==> src/rtl/exc_entry_pkg.sv <==
package exc_entry_pkg;
  typedef enum logic [1:0] {
    KIND_SYNC = 2'd0,
    KIND_IRQ  = 2'd1,
    KIND_FIQ  = 2'd2,
    KIND_SERR = 2'd3
  } exc_kind_e;

  localparam int MODE_W       = 5;
  localparam int MODE_32_BIT  = 4;
  localparam logic [MODE_W-1:0] MODE_L1_HANDLER = 5'b00101;
  localparam logic [MODE_W-1:0] STACK_SEL_MASK  = 5'b00001;

  localparam int ST_FLAG_HI = 31;
  localparam int ST_FLAG_LO = 28;
  localparam int ST_DIT     = 24;
  localparam int ST_PAN     = 22;
  localparam int ST_SSBS    = 12;
  localparam int ST_MASK_HI = 9;
  localparam int ST_MASK_LO = 6;

  localparam int CTL_SPAN  = 23;
  localparam int CTL_DSSBS = 44;

  localparam int OFS_W      = 11;
  localparam int KIND_SHIFT = 7;
  localparam logic [OFS_W-1:0] GRP_SAME_HANDLER = 11'h200;
  localparam logic [OFS_W-1:0] GRP_SAME_THREAD  = 11'h000;
  localparam logic [OFS_W-1:0] GRP_LOWER_64     = 11'h400;
  localparam logic [OFS_W-1:0] GRP_LOWER_32     = 11'h600;
endpackage

==> src/rtl/exc_vector_calc.sv <==
module exc_vector_calc
  import exc_entry_pkg::*;
#(
  parameter int ADDR_W = 64
) (
  input  logic [MODE_W-1:0] cur_mode,
  input  logic [MODE_W-1:0] target,
  input  logic [1:0]        kind,
  input  logic [ADDR_W-1:0] base,
  output logic [ADDR_W-1:0] vec_pc
);
  logic [OFS_W-1:0] grp_off;
  logic [OFS_W-1:0] kind_off;

  always_comb begin
    if (cur_mode == target)
      grp_off = GRP_SAME_HANDLER;
    else if ((cur_mode | STACK_SEL_MASK) == target)
      grp_off = GRP_SAME_THREAD;
    else if (!cur_mode[MODE_32_BIT])
      grp_off = GRP_LOWER_64;
    else
      grp_off = GRP_LOWER_32;
  end

  assign kind_off = OFS_W'(kind) << KIND_SHIFT;
  assign vec_pc   = base + ADDR_W'(grp_off) + ADDR_W'(kind_off);
endmodule

==> src/rtl/exc_status_build.sv <==
module exc_status_build
  import exc_entry_pkg::*;
#(
  parameter int STAT_W = 32,
  parameter int CTRL_W = 64
) (
  input  logic [STAT_W-1:0] old_status,
  input  logic [CTRL_W-1:0] ctrl,
  input  logic [MODE_W-1:0] target,
  output logic [STAT_W-1:0] next_status
);
  localparam int NUM_KEEP = 5;
  localparam int KEEP_POS [NUM_KEEP] = '{ST_FLAG_HI, ST_FLAG_HI-1, ST_FLAG_HI-2, ST_FLAG_LO, ST_DIT};

  logic [STAT_W-1:0] kept;

  generate
    for (genvar g = 0; g < STAT_W; g++) begin : g_keep
      logic hit;
      always_comb begin
        hit = 1'b0;
        for (int k = 0; k < NUM_KEEP; k++)
          if (KEEP_POS[k] == g) hit = 1'b1;
      end
      assign kept[g] = hit & old_status[g];
    end
  endgenerate

  always_comb begin
    next_status = kept;
    next_status[ST_PAN]  = old_status[ST_PAN] | ~ctrl[CTL_SPAN];
    next_status[ST_SSBS] = ctrl[CTL_DSSBS];
    next_status[ST_MASK_HI:ST_MASK_LO] = '1;
    next_status[MODE_W-1:0] = target;
  end
endmodule

==> src/rtl/exc_entry_unit.sv <==
module exc_entry_unit
  import exc_entry_pkg::*;
#(
  parameter int ADDR_W = 64,
  parameter int STAT_W = 32,
  parameter int CTRL_W = 64
) (
  input  logic              clk,
  input  logic              rst_n,
  input  logic              req_valid,
  output logic              req_ready,
  input  logic [4:0]        req_target,
  input  logic [1:0]        req_kind,
  input  logic [ADDR_W-1:0] cur_pc,
  input  logic [STAT_W-1:0] cur_status,
  input  logic [ADDR_W-1:0] vec_base,
  input  logic [CTRL_W-1:0] sys_ctrl,
  output logic [ADDR_W-1:0] new_pc,
  output logic [STAT_W-1:0] new_status,
  output logic [ADDR_W-1:0] link_addr,
  output logic [STAT_W-1:0] saved_status,
  output logic              done,
  output logic              err
);
  logic [ADDR_W-1:0] vec_pc_c;
  logic [STAT_W-1:0] status_c;
  logic              target_ok;

  assign req_ready = 1'b1;
  assign target_ok = (req_target == MODE_L1_HANDLER);

  exc_vector_calc #(.ADDR_W(ADDR_W)) vec_i (
    .cur_mode (cur_status[MODE_W-1:0]),
    .target   (req_target),
    .kind     (req_kind),
    .base     (vec_base),
    .vec_pc   (vec_pc_c)
  );

  exc_status_build #(.STAT_W(STAT_W), .CTRL_W(CTRL_W)) stat_i (
    .old_status  (cur_status),
    .ctrl        (sys_ctrl),
    .target      (req_target),
    .next_status (status_c)
  );

  always_ff @(posedge clk) begin
    if (!rst_n) begin
      new_pc       <= '0;
      new_status   <= '0;
      link_addr    <= '0;
      saved_status <= '0;
      done         <= 1'b0;
      err          <= 1'b0;
    end else begin
      done <= 1'b0;
      err  <= 1'b0;
      if (req_valid) begin
        if (target_ok) begin
          new_pc       <= vec_pc_c;
          new_status   <= status_c;
          link_addr    <= cur_pc;
          saved_status <= cur_status;
          done         <= 1'b1;
        end else begin
          err <= 1'b1;
        end
      end
    end
  end


  excl_pulse_chk: assert property (@(posedge clk) disable iff (!rst_n) !(done && err));


  mask_mode_chk: assert property (@(posedge clk) disable iff (!rst_n)
    done |-> (new_status[ST_MASK_HI:ST_MASK_LO] == 4'hF && new_status[MODE_W-1:0] == MODE_L1_HANDLER));


  link_save_chk: assert property (@(posedge clk) disable iff (!rst_n)
    $rose(done) |-> (link_addr == $past(cur_pc) && saved_status == $past(cur_status)));


  reject_hold_chk: assert property (@(posedge clk) disable iff (!rst_n)
    err |-> ($stable(new_pc) && $stable(new_status) && $stable(link_addr) && $stable(saved_status)));


  done_src_chk: assert property (@(posedge clk) disable iff (!rst_n)
    (req_valid && target_ok) |=> done);
endmodule

==> config.mk <==
export PLATFORM = sky130hd
export DESIGN_NAME = exc_entry_unit
export DESIGN_NICKNAME = d
export VERILOG_FILES = /design/src/rtl/exc_entry_pkg.sv /design/src/rtl/exc_vector_calc.sv /design/src/rtl/exc_status_build.sv /design/src/rtl/exc_entry_unit.sv
export SDC_FILE = /design/constraint.sdc
export NUM_CORES = 1
export LEC_CHECK = 0
export CAP_MARGIN = 30
export CORE_AREA = 2 2 165 167
export CTS_CLUSTER_SIZE = 40
export DETAILED_ROUTE_END_ITERATION = 7
export DIE_AREA = 0 0 167 169
export GPL_TIMING_DRIVEN = 0
export PLACE_DENSITY = 0.78
export SKIP_LAST_GASP = 1
export SLEW_MARGIN = 20
export SYNTH_ARGS = -nofsm -noshare
export SYNTH_HDL_FRONTEND = slang
export SYNTH_HIERARCHICAL = 1
export SYNTH_SLANG_ARGS = --single-unit
export TNS_END_PERCENT = 5
==> constraint.sdc <==
create_clock -name clk -period 5.4 [get_ports clk]
set_input_delay 0.81 -clock clk [delete_from_list [all_inputs] [get_ports clk]]
set_output_delay 0.81 -clock clk [all_outputs]
set_load 0.005 [all_outputs]
== Word level (Yosys, flattened, before mapping) ==
Index checks and enable logic that the tools add are counted.
Widths: inputs -> output; s select.
Word-level totals
  flip-flop bits (word level): 178
  logic and storage cells: 20
Operators by class
  reduce and logical (&&, ||, !) cells: 2
  bitwise gates (word level): 2
  muxes and demuxes: 5
  eq/ne operators: 3
  add/sub/neg operators: 2
Operator list (count)
  $add 64x11->64: 1
  $add 64x9->64: 1
  $mux 11: 2
  $eq 5x5->1: 2
  $mux 10: 1
  $eq 5x3->1 const B: 1
  $reduce_and 2->1: 2
  $mux 1: 2
  $not 1->1: 1
  $or 1x1->1: 1

== Longest topological paths before layout ==
Gate-level depths: netlist of the first run.
  word-level depth: 5
  gate-level depth with buffers: 14

== Hierarchy ==
The synthesis of the first run kept the hierarchy.
Modules (own cells, without submodules)
  exc_entry_unit: times used 1, cells an instance 843, area each 7840.0 sq um
  exc_vector_calc: times used 1, cells an instance 212, area each 1400.1 sq um
  exc_status_build: times used 1, cells an instance 34, area each 246.5 sq um

== Worst setup path before layout of the first run ==
No wires, ideal clock.
  path type: input-to-reg
  from: input port req_target[4]
  to: register new_pc[43]
  arrival time: 3305 ps
  buffers on the path: 0
  setup slack: 2024 ps
  data required time: 5328 ps
  setup time: 72 ps
  stages: 13
  path through: xor2_1 -> nor4_1 -> o21ai_0 -> nor2b_1 -> a31oi_1 -> ha_1 -> nor2_1 -> a21oi_1 -> nand4_1 -> nor4_1 -> xor2_1 -> nand2_1 -> mux2i_1
Between the ends
  longest elaborated chain between the ends: 5
  elaborated cells between the ends (all ways): 8
  classes of those cells: add/sub (2); eq/ne (3); mux (2); reduce/logical (1)
RTL lines
  start, declared: RTL line exc_entry_unit.sv:12  | input logic [4:0] req_target,
  $eq 5x5->1: RTL line exc_vector_calc.sv:18  | else if ((cur_mode | STACK_SEL_MASK) == target)
  $mux 11: RTL line exc_vector_calc.sv:18
  $mux 11 (*): RTL line exc_vector_calc.sv:16  | if (cur_mode == target)
  $add 64x11->64 (*): RTL line exc_vector_calc.sv:27  | assign vec_pc = base + ADDR_W'(grp_off) + ADDR_W'(kind_off);
  $add 64x9->64 (*): RTL line exc_vector_calc.sv:27
  via vec_pc_c[43]: RTL line exc_entry_unit.sv:25  | logic [ADDR_W-1:0] vec_pc_c;
  end signal, assigned: RTL line exc_entry_unit.sv:60  | new_pc <= vec_pc_c;
  end, declared: RTL line exc_entry_unit.sv:18  | output logic [ADDR_W-1:0] new_pc,
The timed path passes the listed nets; every way through them passes the cells marked *.
A chain may end at the register's enable or synchronous reset.

== Final worst setup path of the first run ==
Same ends and word-level chain as after synthesis.

==> out/metrics.cfg, run 1 <==
[setup_path]
critPathKind = in -> reg
worst_setup_path_end_kind = flop
start_kind = input port
required_ns = 5.76
cp_slowest_cell = nand4_1
cpLargestDelayFamily = simple AND/OR/NAND/NOR gates
critPathMaxFanout = 8
critPathArrivalTime_ns = 4.81
worstPathCellList = clkdlybuf4s50_1 > xor2_1 > nor4_1 > o21ai_0 > nor2b_1 > a31oi_1 > ha_1 > nor2_1 > a21oi_1 > nand4_1 > nor4_1 > xor2_1 > nand2_1 > mux2i_1
cpPeakStageDelay_ns = 0.56
worst-path-buf-inv = 1

[yosys]
yosys.area.top_type = dfxtp_1
synth_area_per_cell_um2 = 8.71
synth_edf_count = 0
yosysSeqAreaShare_pct = 40.9
synth.most_common_cell = nand2_1
synth.top_cells.by_area = dfxtp_1, mux2i_1, nand2_1, buf_4, xor2_1
synth_top_area_share_pct = 40.9
synth_seq_cells = 194
synthTopCellsByCount = nand2_1, dfxtp_1, mux2i_1
synth_warnings = 6
async_reset_ff_share_pct = 0
syn_inst = 1089
yosysUniqueCellTypes = 41
synthFlopType = dfxtp_1
netlist_area_um2 = 9490

[pwr]
pwr-share-comb_pct = 12.0
intPower_w = 0.00226
p_leak_nw = 5.10
pwr-share-clk_pct = 41.1
p_sw_w = 0.000825
power_frac_seq_pct = 46.9
powerDensity_nw_per_um2 = 219
switching_share_pct = 26.7
vdd_drop_max_uv = 147

[grt]
grt_max_degree = 20
antenna_found_initial = 1
grt.total_usage_pct = 21.5
gr-total-overflow = 0
grt_pass1_wl_um = 47400
grt_pass1_vias = 8580

[drt]
via_per_inst = 4.65
drc = 0
first_iter_violations = 375
dr.pass1.iters = 4
drt-total-wl_um = 31100
vias = 8544
ant_nets = 0
avgRoutedWirePerCell_um = 17.0

[placement]
port_buffers = 356
placed_area_um2 = 13500
gp_congestion = 0.868
dp_hpwl_um = 24400

[floorplan]
start_util_pct = 35.8
ios = 429
dieArea_um2 = 28200
die_w_um = 167
coreArea_um2 = 26500
fp.dieH_um = 169
row_count = 60

[clocking]
cts.sinks = 194
cts.repair.resized = 0
clkSlewWorstSetupHoldPaths_ns = 0.08
clock_latency_ns = 0.43
cts_hold_buf = 0
cts_tree = done
cts_setup_buffers = 0
cts_root_buf = clkbuf_16
cts_buffer_depth = 2
cts_max_level = 4
cts_buffers = 17

[timing]
worstMarginPinSlew_ns = 0.746
rsz0062_at_grt = false
layout_min_cycle_time_ns = 4.45
final.period_utilization_pct = 82.4
slew_headroom_pct = 50.2
fmaxAchievable_mhz = 225
finClkSkew_ns = 0
slew_viol_final = 0
fin_setup_tns_ns = 0
finalHoldViolCount = 0
setup_viol = 0

[cells_and_area]
layout-drive-gt1-share_pct = 7.29
fin_area_um2 = 14100
area_delta_synth_final_pct = 48.8
nNetsFinal = 1721

[run_status]
status = complete, no violations

[min_path]
min_path_type = reg -> reg

[flow_run]
maxCapViolCount = 0

-- cell type report --
class | count | area [µm²]
multi-input cells | 788 | 4750
diodes | 1 | 2.50
inverters | 16 | 60.1
well taps | 341 | 427
plain buffers | 109 | 858
clock buffers | 18 | 429
fillers | 2445 | 12400
flip-flops and latches | 194 | 3880
clock inverters | 14 | 144
repair buffers | 356 | 3560
-- metal layers --
layer  vias to the layer above  part of all wire (%)  global-route usage (%)  routed length (µm)
met1                      3942                    40                    23.7               12300
met5                         -                     0                       0                   0
li1                       4259                     -                       -                   -
met4                         0                   2.8                    7.91                 882
met2                       304                    48                    37.8               15100
met3                        39                   9.2                    7.97                2870
-- stage by stage --
| step | setup slack (ns) | instances | utilization [%] | power (W) | hold WS (ns) |
|---|---|---|---|---|---|
| finish | 0.948 | 1837 | 53.3 | 0.00309 | 0.457 |
| global route | 0.579 | 1837 | 53.3 | 0.00321 | 0.478 |
| CTS | 0.904 | 1836 | 53.3 | 0.00313 | 0.459 |
| detailed placement | 0.442 | 1804 | 51.1 | 0.00185 | 0.447 |
| global placement | 0.534 | 1804 | 51.1 | 0.00185 | 0.441 |
| floorplan | 2.02 | 1107 | - | 0.00164 | 0.451 |
-- cells by family (layout without fill, tap and decap cells) --
group	after synthesis	after routing	share of synthesized area, %
AOI/OAI and AO/OA	9	9	0.541
xor gates and xnor gates	59	59	5.45
adders and majority gates	5	5	0.739
buffers and inverters	125	513	9.68
DFF	194	194	40.9
muxes	192	192	20.3
other	3	22	0.119
and+or+nand+nor	502	502	22.3
-- tightest hold or removal path, stage by stage, from the launching register on --
cell and delay, ns:
dfxtp_1 0.32, nand2_1 0.05, mux2i_1 0.05
-- worst paths after layout --
check	start	end	slack, ns	cells after the start
max reg2reg	new_pc[39]	new_pc[39]	4.70	2
max	req_target[4]	new_pc[43]	0.95	14
min reg2reg	saved_status[4]	saved_status[4]	0.46	2
min	saved_status[4]	saved_status[4]	0.46	2
-- registers in the layout, indices dropped and copies added, names as in the netlist --
register and count:
new_pc 64, link_addr 64, new_status 32, err 1, done 1, saved_status 32
-- cell usage in the layout (no fill, tap or decap), types with 3 or more instances in the layout --
cell and n:
nand2_1 404, clkdlybuf4s50_1 356, dfxtp_1 194, mux2i_1 192, buf_4 41, clkbuf_1 40, xor2_1 30, xnor2_1 29
conb_1 21, nand3_1 20, clkbuf_16 17, nor2_1 16, inv_1 16, nor3_1 13, buf_12 12, nand4_1 9
buf_2 8, nor4_1 8, buf_8 6, and3_1 5, and2_1 4, inv_6 4, nand2b_1 4, a21oi_1 4
ha_1 4, buf_6 3, inv_8 3, clkinv_8 3, and4_1 3, nor4_2 3
-- power groups by stage --
| stage | Clock (W) | Combinational, W | Sequential, W |
|---|---|---|---|
| floorplan | 0 | 0.000163 | 0.00148 |
| global placement | 0 | 0.000369 | 0.00148 |
| detailed placement | 0 | 0.000372 | 0.00148 |
| CTS | 0.00131 | 0.000374 | 0.00145 |
| global route | 0.00136 | 0.000406 | 0.00145 |
| finish | 0.00127 | 0.000372 | 0.00145 |
No activity file was read; power rests on OpenSTA's default activity.
==> run 2, diff against run 1 <==
CORE_AREA = 2 2 166 168   (was 2 2 165 167)
DIE_AREA = 0 0 168 170   (was 0 0 167 169)
PLACE_DENSITY = 0.77   (was 0.78)
clock period = 4.65 ns   (was 5.4 ns; I/O delays follow)
==> run 2 against run 1 <==
Clock skew unchanged; non-clock buffer count up 1; first-iteration DRC count down 5.9%; global-route usage fell by 0.12 points.
==> out/metrics.cfg, run 2 (synthesized netlist as in run 1, its figures left out) <==
[clocking]
cts_root_buf = clkbuf_16
cts_buffers = 17
clock_latency_ns = 0.42
cts_buffer_depth = 2
cts.repair.resized = 0
clkSlewWorstSetupHoldPaths_ns = 0.08
cts_max_level = 4
cts_tree = done
cts.sinks = 194

[pwr]
total_power_w = 0.00360
p_leak_nw = 5.11
powerDensity_nw_per_um2 = 255
vdd_drop_max_uv = 223

[grt]
grt_pass1_vias = 8858
grt.total_usage_pct = 21.4
gr-total-overflow = 0
grt_max_degree = 20
antenna_found_initial = 2
grt_pass1_wl_um = 47600

[flow_run]
maxCapViolCount = 0

[setup_path]
worst_setup_path_end_kind = flop
critPathArrivalTime_ns = 4.82
critPathKind = in -> reg
critPathMaxFanout = 8
required_ns = 5.02
rrSetupSlack_ns = 3.99
start_kind = input port

[drt]
drt-total-wl_um = 31000
first_iter_violations = 353
ant_nets = 0
via_per_inst = 4.71
vias = 8645
dr.pass1.iters = 5
avgRoutedWirePerCell_um = 16.9
drc = 0

[timing]
worstMarginPinSlew_ns = 0.781
final.period_utilization_pct = 95.9
fmaxAchievable_mhz = 224
finalHoldViolCount = 0
layout_min_cycle_time_ns = 4.46
finClkSkew_ns = 0
setup_viol = 0
slew_headroom_pct = 48.0
rsz0062_at_grt = true
slew_viol_final = 0

[cells_and_area]
nNetsFinal = 1722
fin_area_um2 = 14100
final_common_cell = nand2_1
layout_common_cells = nand2_1, clkdlybuf4s50_1, dfxtp_1
layout-drive-gt1-share_pct = 7.35
fin_cells = 1837
fillers = 2473
utilization_pct = 53.0
antennaDiodeCount = 0
reg_top3 = link_addr (64), new_pc (64)
area_delta_synth_final_pct = 49.0

[placement]
gp_congestion = 0.866
dp_hpwl_um = 24300
placed_area_um2 = 13500
dp_cells = 1804
port_buffers = 356

[floorplan]
row_count = 60
dieArea_um2 = 28600
fp.dieH_um = 170
start_util_pct = 35.6
coreArea_um2 = 26700
ios = 429
die_w_um = 168

[run_status]
status = complete, no violations

[min_path]
min_path_type = reg -> reg

==> run 2: changes by cell type in the layout (fill, tap and decap cells not counted), sizes merged <==
cell | previous run | this run
clkbuf | 57 | 58
clkinv | 6 | 4
clkinvlp | 1 | 2
buf | 70 | 71
diode | 1 | 0
==> run 2: layout make-up <==
class | instances | area, µm² | area share (%)
Inverter | 16 | 60.1 | 0.425
Clock inverter | 13 | 141 | 1.00
Sequential cell | 194 | 3880 | 27.5
Buffer | 109 | 858 | 6.07
Multi-Input combinational cell | 788 | 4750 | 33.6
Timing Repair Buffer | 357 | 3570 | 25.3
Clock buffer | 19 | 443 | 3.13
Tap cell | 341 | 427 | 3.02
==> run 2: per-stage QoR <==
| stage | setup WS (ns) | TNS (ns) | hold WS (ns) |
|---|---|---|---|
| final | 0.193 | 0 | 0.458 |
| after global routing | -0.0489 | -0.0679 | 0.474 |
| after CTS | 0.236 | 0 | 0.460 |
| after detailed placement | -0.233 | -1.45 | 0.446 |
| after global placement | -0.189 | -0.754 | 0.441 |
| after floorplan | 1.39 | 0 | 0.451 |
==> run 2: critical path, stage by stage <==
cell and delay (ns):
clkdlybuf4s50_1 0.53, xor2_1 0.22, nor4_1 0.37, o21ai_0 0.21
nor2b_1 0.17, a31oi_1 0.18, ha_1 0.24, nor2_1 0.06
a21oi_1 0.63, nand4_1 0.58, nor4_1 0.51, xor2_1 0.19
nand2_1 0.07, mux2i_1 0.13
==> run 2: final timing paths <==
| check | from | endpoint | cells past startpoint |
|---|---|---|---|
| max reg2reg | link_addr[37] | link_addr[37] | 2 |
| min | new_pc[10] | new_pc[10] | 2 |
| max | req_target[4] | new_pc[47] | 14 |
| min reg2reg | new_pc[10] | new_pc[10] | 2 |
==> run 2: metal layers <==
metal	vias up	GRT usage [%]	share of wire, %
met5	-	0	0.042
met4	2	6.96	2.5
met3	40	7.98	9.3
met2	318	38.3	48
met1	4031	23.3	40
li1	4254	-	-
==> run 2: power by group <==
group          total (W)  switching, W  internal, W
Sequential       0.00168    0.00000700      0.00167
Combinational   0.000434      0.000198     0.000236
Clock            0.00149      0.000754     0.000736
Total            0.00360      0.000960      0.00264
==> run 2: timing repair <==
item                       in CTS  in global routing
hold buffers                    0                  0
setup buffers                   0                  1
setup endpoints to repair       0                  5
